[src/rtl/wk_pkg.sv]
package wk_pkg;

    localparam int NUM_REL = 4;   // 0 done, 1 output enable, 2 write protect, 3 set/reset
    localparam int NUM_PH  = 4;
    localparam int PH_W    = $clog2(NUM_PH);
    localparam int NUM_PERM = 24; // orderings of four signals over four phases

    typedef logic [PH_W-1:0] ph_t;
    typedef logic [NUM_REL-1:0][PH_W-1:0] ph_map_t;

    // State encoding doubles as the externally visible phase code.
    typedef enum logic [2:0] {
        ST_T0   = 3'b000,
        ST_T1   = 3'b001,
        ST_T2   = 3'b010,
        ST_T3   = 3'b011,
        ST_IDLE = 3'b100,
        ST_WOKE = 3'b111
    } wk_state_e;

    // Decode a permutation rank into a phase per release signal.
    function automatic ph_map_t rank_to_map(input int unsigned rank);
        ph_map_t           res;
        logic [NUM_PH-1:0] taken;
        int unsigned       digit;
        int unsigned       cnt;
        logic              found;
        res   = '0;
        taken = '0;
        for (int r = 0; r < NUM_REL; r++) begin
            case (r)
                0:       digit = rank / 6;
                1:       digit = (rank / 2) % 3;
                2:       digit = rank % 2;
                default: digit = 0;
            endcase
            cnt   = 0;
            found = 1'b0;
            for (int p = 0; p < NUM_PH; p++) begin
                if (!taken[p] && !found) begin
                    if (cnt == digit) begin
                        res[r]   = PH_W'(p);
                        taken[p] = 1'b1;
                        found    = 1'b1;
                    end else begin
                        cnt = cnt + 1;
                    end
                end
            end
        end
        return res;
    endfunction

endpackage

[src/rtl/wk_seq_decode.sv]
module wk_seq_decode
    import wk_pkg::*;
#(
    parameter int SEL_W   = 5,
    parameter int NUM_SEQ = 25,
    parameter int DEF_SEQ = 21
) (
    input  logic [SEL_W-1:0] sel,
    output ph_map_t          map
);

    localparam int RANK_OFS = NUM_PERM - (DEF_SEQ % NUM_PERM); // default maps to rank 0

    always_comb begin
        int unsigned n;
        n = int'(sel);
        if (n == 0 || n > NUM_SEQ) begin
            n = DEF_SEQ;
        end
        if (n == NUM_SEQ) begin
            // last entry: every signal waits for the final phase
            for (int r = 0; r < NUM_REL; r++) begin
                map[r] = PH_W'(NUM_PH - 1);
            end
        end else begin
            map = rank_to_map((n + RANK_OFS) % NUM_PERM);
        end
    end

endmodule

[src/rtl/wk_start_gate.sv]
module wk_start_gate #(
    parameter int SYNC_STAGES = 2
) (
    input  logic clk,
    input  logic rst_n,
    input  logic cfg_ok,
    input  logic int_done,
    input  logic ext_done_in,
    input  logic honor_ext,
    output logic ext_sync,
    output logic start
);

    logic [SYNC_STAGES-1:0] chain;

    always_ff @(posedge clk or negedge rst_n) begin
        if (!rst_n) begin
            chain <= '0;
        end else begin
            chain[0] <= ext_done_in;
            for (int i = 1; i < SYNC_STAGES; i++) begin
                chain[i] <= chain[i-1];
            end
        end
    end

    assign ext_sync = chain[SYNC_STAGES-1];
    assign start    = cfg_ok & int_done & (~honor_ext | ext_sync);

endmodule

[src/rtl/wk_ctrl.sv]
module wk_ctrl
    import wk_pkg::*;
(
    input  logic                clk,
    input  logic                rst_n,
    input  logic                start,
    input  ph_map_t             map_in,
    output wk_state_e           state,
    output logic [NUM_REL-1:0]  rel
);

    wk_state_e            nxt;
    ph_map_t              map_q;
    ph_map_t              use_map;
    logic [NUM_REL-1:0]   rise_mask;

    // state register
    always_ff @(posedge clk or negedge rst_n) begin
        if (!rst_n) begin
            state <= ST_IDLE;
        end else begin
            state <= nxt;
        end
    end

    always_comb begin
        nxt = state;
        unique case (state)
            ST_IDLE: nxt = start ? ST_T0 : ST_IDLE;
            ST_T0:   nxt = ST_T1;
            ST_T1:   nxt = ST_T2;
            ST_T2:   nxt = ST_T3;
            ST_T3:   nxt = ST_WOKE;
            ST_WOKE: nxt = ST_WOKE;
            default: nxt = ST_IDLE;
        endcase
    end

    // selection is taken live on the start edge, latched afterwards
    assign use_map = (state == ST_IDLE) ? map_in : map_q;

    always_comb begin
        rise_mask = '0;
        for (int r = 0; r < NUM_REL; r++) begin
            if (!nxt[2] && use_map[r] == nxt[1:0]) begin
                rise_mask[r] = 1'b1;
            end
        end
    end

    // outputs
    always_ff @(posedge clk or negedge rst_n) begin
        if (!rst_n) begin
            rel   <= '0;
            map_q <= '0;
        end else begin
            if (state == ST_IDLE && start) begin
                map_q <= map_in;
            end
            rel <= rel | rise_mask;
        end
    end


    rel_sticky_chk: assert property (@(posedge clk) disable iff (!rst_n)
        ($past(rel) & ~rel) == '0);


    woke_all_chk: assert property (@(posedge clk) disable iff (!rst_n)
        (state == ST_WOKE) |-> (rel == '1));


    phase_step_chk: assert property (@(posedge clk) disable iff (!rst_n)
        (!state[2] && state != ST_T3) |=> (!state[2] && state[1:0] == $past(state[1:0]) + 2'd1));


    last_phase_chk: assert property (@(posedge clk) disable iff (!rst_n)
        (state == ST_T3) |=> (state == ST_WOKE));


    idle_quiet_chk: assert property (@(posedge clk) disable iff (!rst_n)
        (state == ST_IDLE) |-> (rel == '0));


    for (genvar r = 0; r < NUM_REL; r++) begin : g_rise
        rise_in_phase_chk: assert property (@(posedge clk) disable iff (!rst_n)
            $rose(rel[r]) |-> (!state[2] && state[1:0] == map_q[r]));
    end

endmodule

[src/rtl/wk_sequencer.sv]
module wk_sequencer
    import wk_pkg::*;
#(
    parameter int SEL_W       = 5,
    parameter int NUM_SEQ     = 25,
    parameter int DEF_SEQ     = 21,
    parameter int SYNC_STAGES = 2
) (
    input  logic             clk,
    input  logic             rst_n,
    input  logic             cfg_ok,
    input  logic             int_done,
    input  logic             ext_done_in,
    input  logic             honor_ext,
    input  logic [SEL_W-1:0] seq_sel,
    output logic             rel_done,
    output logic             rel_goe,
    output logic             rel_gwdis,
    output logic             rel_gsr,
    output logic [2:0]       phase_code
);

    logic               ext_sync;
    logic               start;
    ph_map_t            sel_map;
    wk_state_e          state;
    logic [NUM_REL-1:0] rel;

    wk_start_gate #(.SYNC_STAGES(SYNC_STAGES)) gate_i (
        .clk         (clk),
        .rst_n       (rst_n),
        .cfg_ok      (cfg_ok),
        .int_done    (int_done),
        .ext_done_in (ext_done_in),
        .honor_ext   (honor_ext),
        .ext_sync    (ext_sync),
        .start       (start)
    );

    wk_seq_decode #(.SEL_W(SEL_W), .NUM_SEQ(NUM_SEQ), .DEF_SEQ(DEF_SEQ)) dec_i (
        .sel (seq_sel),
        .map (sel_map)
    );

    wk_ctrl ctrl_i (
        .clk    (clk),
        .rst_n  (rst_n),
        .start  (start),
        .map_in (sel_map),
        .state  (state),
        .rel    (rel)
    );

    assign rel_done   = rel[0];
    assign rel_goe    = rel[1];
    assign rel_gwdis  = rel[2];
    assign rel_gsr    = rel[3];
    assign phase_code = state;


    no_cfg_start_chk: assert property (@(posedge clk) disable iff (!rst_n)
        (phase_code == ST_IDLE && !cfg_ok) |=> (phase_code == ST_IDLE));


    pin_gate_chk: assert property (@(posedge clk) disable iff (!rst_n)
        (phase_code == ST_IDLE && honor_ext && !ext_sync) |=> (phase_code == ST_IDLE));

endmodule

[config.mk]
export PLATFORM = sky130hd
export DESIGN_NAME = wk_sequencer
export DESIGN_NICKNAME = d
export VERILOG_FILES = /design/src/rtl/wk_pkg.sv /design/src/rtl/wk_seq_decode.sv /design/src/rtl/wk_start_gate.sv /design/src/rtl/wk_ctrl.sv /design/src/rtl/wk_sequencer.sv
export SDC_FILE = /design/constraint.sdc
export NUM_CORES = 1
export LEC_CHECK = 0
export ABC_AREA = 1
export BUFFER_PORTS_ARGS = -buffer_cell sky130_fd_sc_hd__buf_2
export CORE_UTILIZATION = 25
export DETAILED_ROUTE_END_ITERATION = 12
export GPL_TIMING_DRIVEN = 0
export PLACE_DENSITY_LB_ADDON = 0.2
export SLEW_MARGIN = 0
export SYNTH_ARGS = -nofsm -noshare
export SYNTH_HDL_FRONTEND = slang
export SYNTH_SLANG_ARGS = --single-unit
[constraint.sdc]
create_clock -name clk -period 1.7 [get_ports clk]
set_input_delay 0.425 -clock clk [delete_from_list [all_inputs] [get_ports clk]]
set_output_delay 0.425 -clock clk [all_outputs]
set_load 0.01 [all_outputs]
==> out/results.txt <==
H-tree depth: 1
Yosys warns: 0
Worst Hold Class: in -> async
Fmax: 0.210 GHz
Final worst path period share: 280%
Flop and latch count out of synthesis: 17
DRT iter0 DRCs: 86
Crit path largest cell delay: 0.24 ns
Worst-path clk slew: 0.07 ns
Avg Cell Area, Syn: 6.81 sq um
Hpwl dp: 3750 um
Port Buf Inserts: 17
Sink Count: 17
Dpl cells: 420
Core area: 0.00785 sq mm
Routability cong.: 0.765
TNS Setup: -28.87 ns
Minimum clock period after layout: 4.76 ns
Num rows: 32
Reg2Reg Setup Slack: -0.41 ns
Routed length on met2: 2670 um
Kind of critical path: in -> reg
Cell mode on critical path: buf_4
Vias per cell: 4.42
Power Total: 3.18 mW
WL final: 5450 um
Cell family with most CP delay: simple AND/OR/NAND/NOR gates
R2R Path Start: ctrl_i.state[2]
Max-cap viol count: 0
CP arrival: 4.89 ns
Area of the mapped netlist: 0.00205 sq mm
Grt total ovfl: 0
Filler cell count: 797
Non-Filler Instances: 497
Root buf cell: clkbuf_8
Worst-Skew Late Latency: 0.25 ns
Max-slew violations: 0
Core Util, Final: 42.4%
Post-synthesis net count: 320
Final ANT Viol Nets: 0
Design area: 0.00333 sq mm
Final Hold Fails: 0
Placed inst area: 0.00241 sq mm
Flop pwr share: 12.8%
Wl on met1: 2680 um
Layout area overhead: 62.4%
Failing checks: negative setup slack
Initial core utilization: 26.1%
Max layer used: met4
Number of diodes: 0
Comb power frac: 77.8%
Die height: 92.6 um
DIE AREA: 0.00857 sq mm
Status: finished with violations
Vias post-DR: 2199
Power density over the cells: 956 mW/mm^2
Most frequent cells in the layout: nand2_1, buf_4, inv_1
Buffers plus inverters on the worst setup path: 15
Met3 WL post-DR: 58 um
Register area: 427 sq um
DRT Pass-1 Iters: 4
Critical Path Slowest Stage Cell: nor3_4
Setup Viol. Count Final: 12
Largest net degree at the start of global routing: 18
Syn Inst Count: 301
R2r worst-path depth: 6
CTS buffer count: 3
Tot GR Track Use: 13.2%
Crit. End Element: flip-flop
Sw Ratio: 43.3%
First-pass GRT wire length: 9340 um
Required time worst endpoint: 1.84 ns
Bufs on Longest Clock Path: 2
Sequential area share after synthesis: 20.8%
Skew final: 0.00665 ns
Area occupied by multi-input gates: 0.00172 sq mm
P_int: 1.81 mW
Worst slew pin tran: 0.511 ns
PnR worst setup slack: -3.06 ns
Cell variety after synth: 40
Vias in the first global route: 2118
Worst vdd ir: 341 uV
Worst-path fanout max: 4
Worst r2r dst: ctrl_i.map_q[5]
CTS tree: done
RSZ-0062 raised after global routing: true
Initial antenna violation count: 0
Startpoint types: input pin
DRC Markers: 0
Routed len/inst: 11.0 um
Max-Slew Margin vs Limit: 66.0%
Psw: 1.38 mW
Final #Nets: 415
Layout cells sized above 1: 52.4%
Pleak: 1.65 nW
Clock power frac: 9.4%
Die W: 92.6 um
# IOs: 18
==> sequential cells by signal (all words and copies together) (netlist names) <==
signal        count
ctrl_i.rel        4
ctrl_i.state      3
gate_i.chain      2
ctrl_i.map_q      8
==> worst max path at each step <==
stage          depth (start not counted)             to       start
2_1_floorplan                         45  ctrl_i.rel[1]  seq_sel[3]
3_3_place_gp                          46  ctrl_i.rel[1]  seq_sel[2]
3_5_place_dp                          46  ctrl_i.rel[1]  seq_sel[2]
4_1_cts                               47  ctrl_i.rel[1]  seq_sel[1]
5_1_grt                               45  ctrl_i.rel[1]  seq_sel[2]
6_report                              45  ctrl_i.rel[3]  seq_sel[2]
==> cells in the mapped netlist <==
master	n	share of area (%)
clkinv_4	1	0.43
nand2_1	68	12
and2_4	1	0.43
conb_1	1	0.18
a21boi_0	1	0.37
o21ai_1	4	0.98
nand3b_4	1	0.98
ha_1	8	4.9
a21oi_1	10	2.4
or2_2	5	1.5
a31oi_2	1	0.61
a41oi_1	2	0.85
dfrtp_1	16	20
o2111ai_1	1	0.43
clkinv_1	1	0.18
nand4_2	1	0.61
inv_2	6	1.1
inv_1	44	8.1
nor2_4	3	1.6
nand3_2	9	4.4
xor2_1	2	0.85
xnor2_1	1	0.43
nor2_2	1	0.31
nand3_1	23	5.6
nor3_4	1	0.79
nor3_2	1	0.49
o211ai_1	2	0.73
nand3b_1	2	0.73
a31o_2	1	0.43
nor2_1	23	4.2
nand2_4	7	3.8
nand3_4	5	4.3
o21bai_1	2	0.73
a21oi_2	3	1.3
nand4_1	14	4.3
dfstp_2	1	1.3
clkbuf_1	1	0.18
o21ai_0	10	2.4
nand2_2	15	4.6
buf_2	2	0.49
==> power by group through the flow <==
stage	sequential [mW]	combinational (mW)	clock (mW)
2_1_floorplan	0.415	1.29	0
3_3_place_gp	0.415	1.51	0
3_5_place_dp	0.415	1.52	0
4_1_cts	0.407	2.11	0.312
5_1_grt	0.408	2.72	0.328
6_report	0.408	2.48	0.300
==> routing by layer <==
| metal | GRT usage [%] | vias up |
|---|---|---|
| met4 | 2.34 | 0 |
| met3 | 1.64 | 4 |
| met2 | 22.5 | 18 |
| met5 | 0 | - |
| met1 | 17.8 | 1010 |
| li1 | - | 1167 |
==> cells by family after synthesis <==
group | synth area share, %
compound gates | 11.3
xor+xnor | 1.28
simple gates | 51.1
flops | 20.8
other cells | 0.183
buf+inv | 10.4
fa+ha+maj | 4.88
==> stage by stage <==
step	hold WS (ns)	worst slack [ns]
floorplan	0.129	-3.21
global placement	0.338	-3.96
detailed placement	0.341	-3.97
CTS	0.103	-2.93
global route	0.119	-3.38
finish	0.0857	-3.06
==> worst register-to-register path, delay by kind of cell, from the launching register on <==
kind	cells	cell delay, ns
AOI/OAI and AO/OA	1	0.19
buffers and inverters	3	0.64
DFF	1	0.55
and+or+nand+nor	2	0.58
==> cell type report <==
type                            instances  share of cell area (%)
Multi-Input combinational cell        229                    51.7
Timing Repair Buffer                   90                    22.8
Sequential cell                        17                    12.8
Inverter                               52                    7.03
Tap cell                              102                    3.83
Clock buffer                            4                    1.35
Buffer                                  3                   0.413
==> repair_timing <==
action / CTS / global route
setup buffers: 57 / 19
hold buffers: 0 / 0
setup endpoints to repair: 12 / 13
resized for setup: 55 / 27
pin swaps: 37 / 41
(Power assumes the default switching activity.)
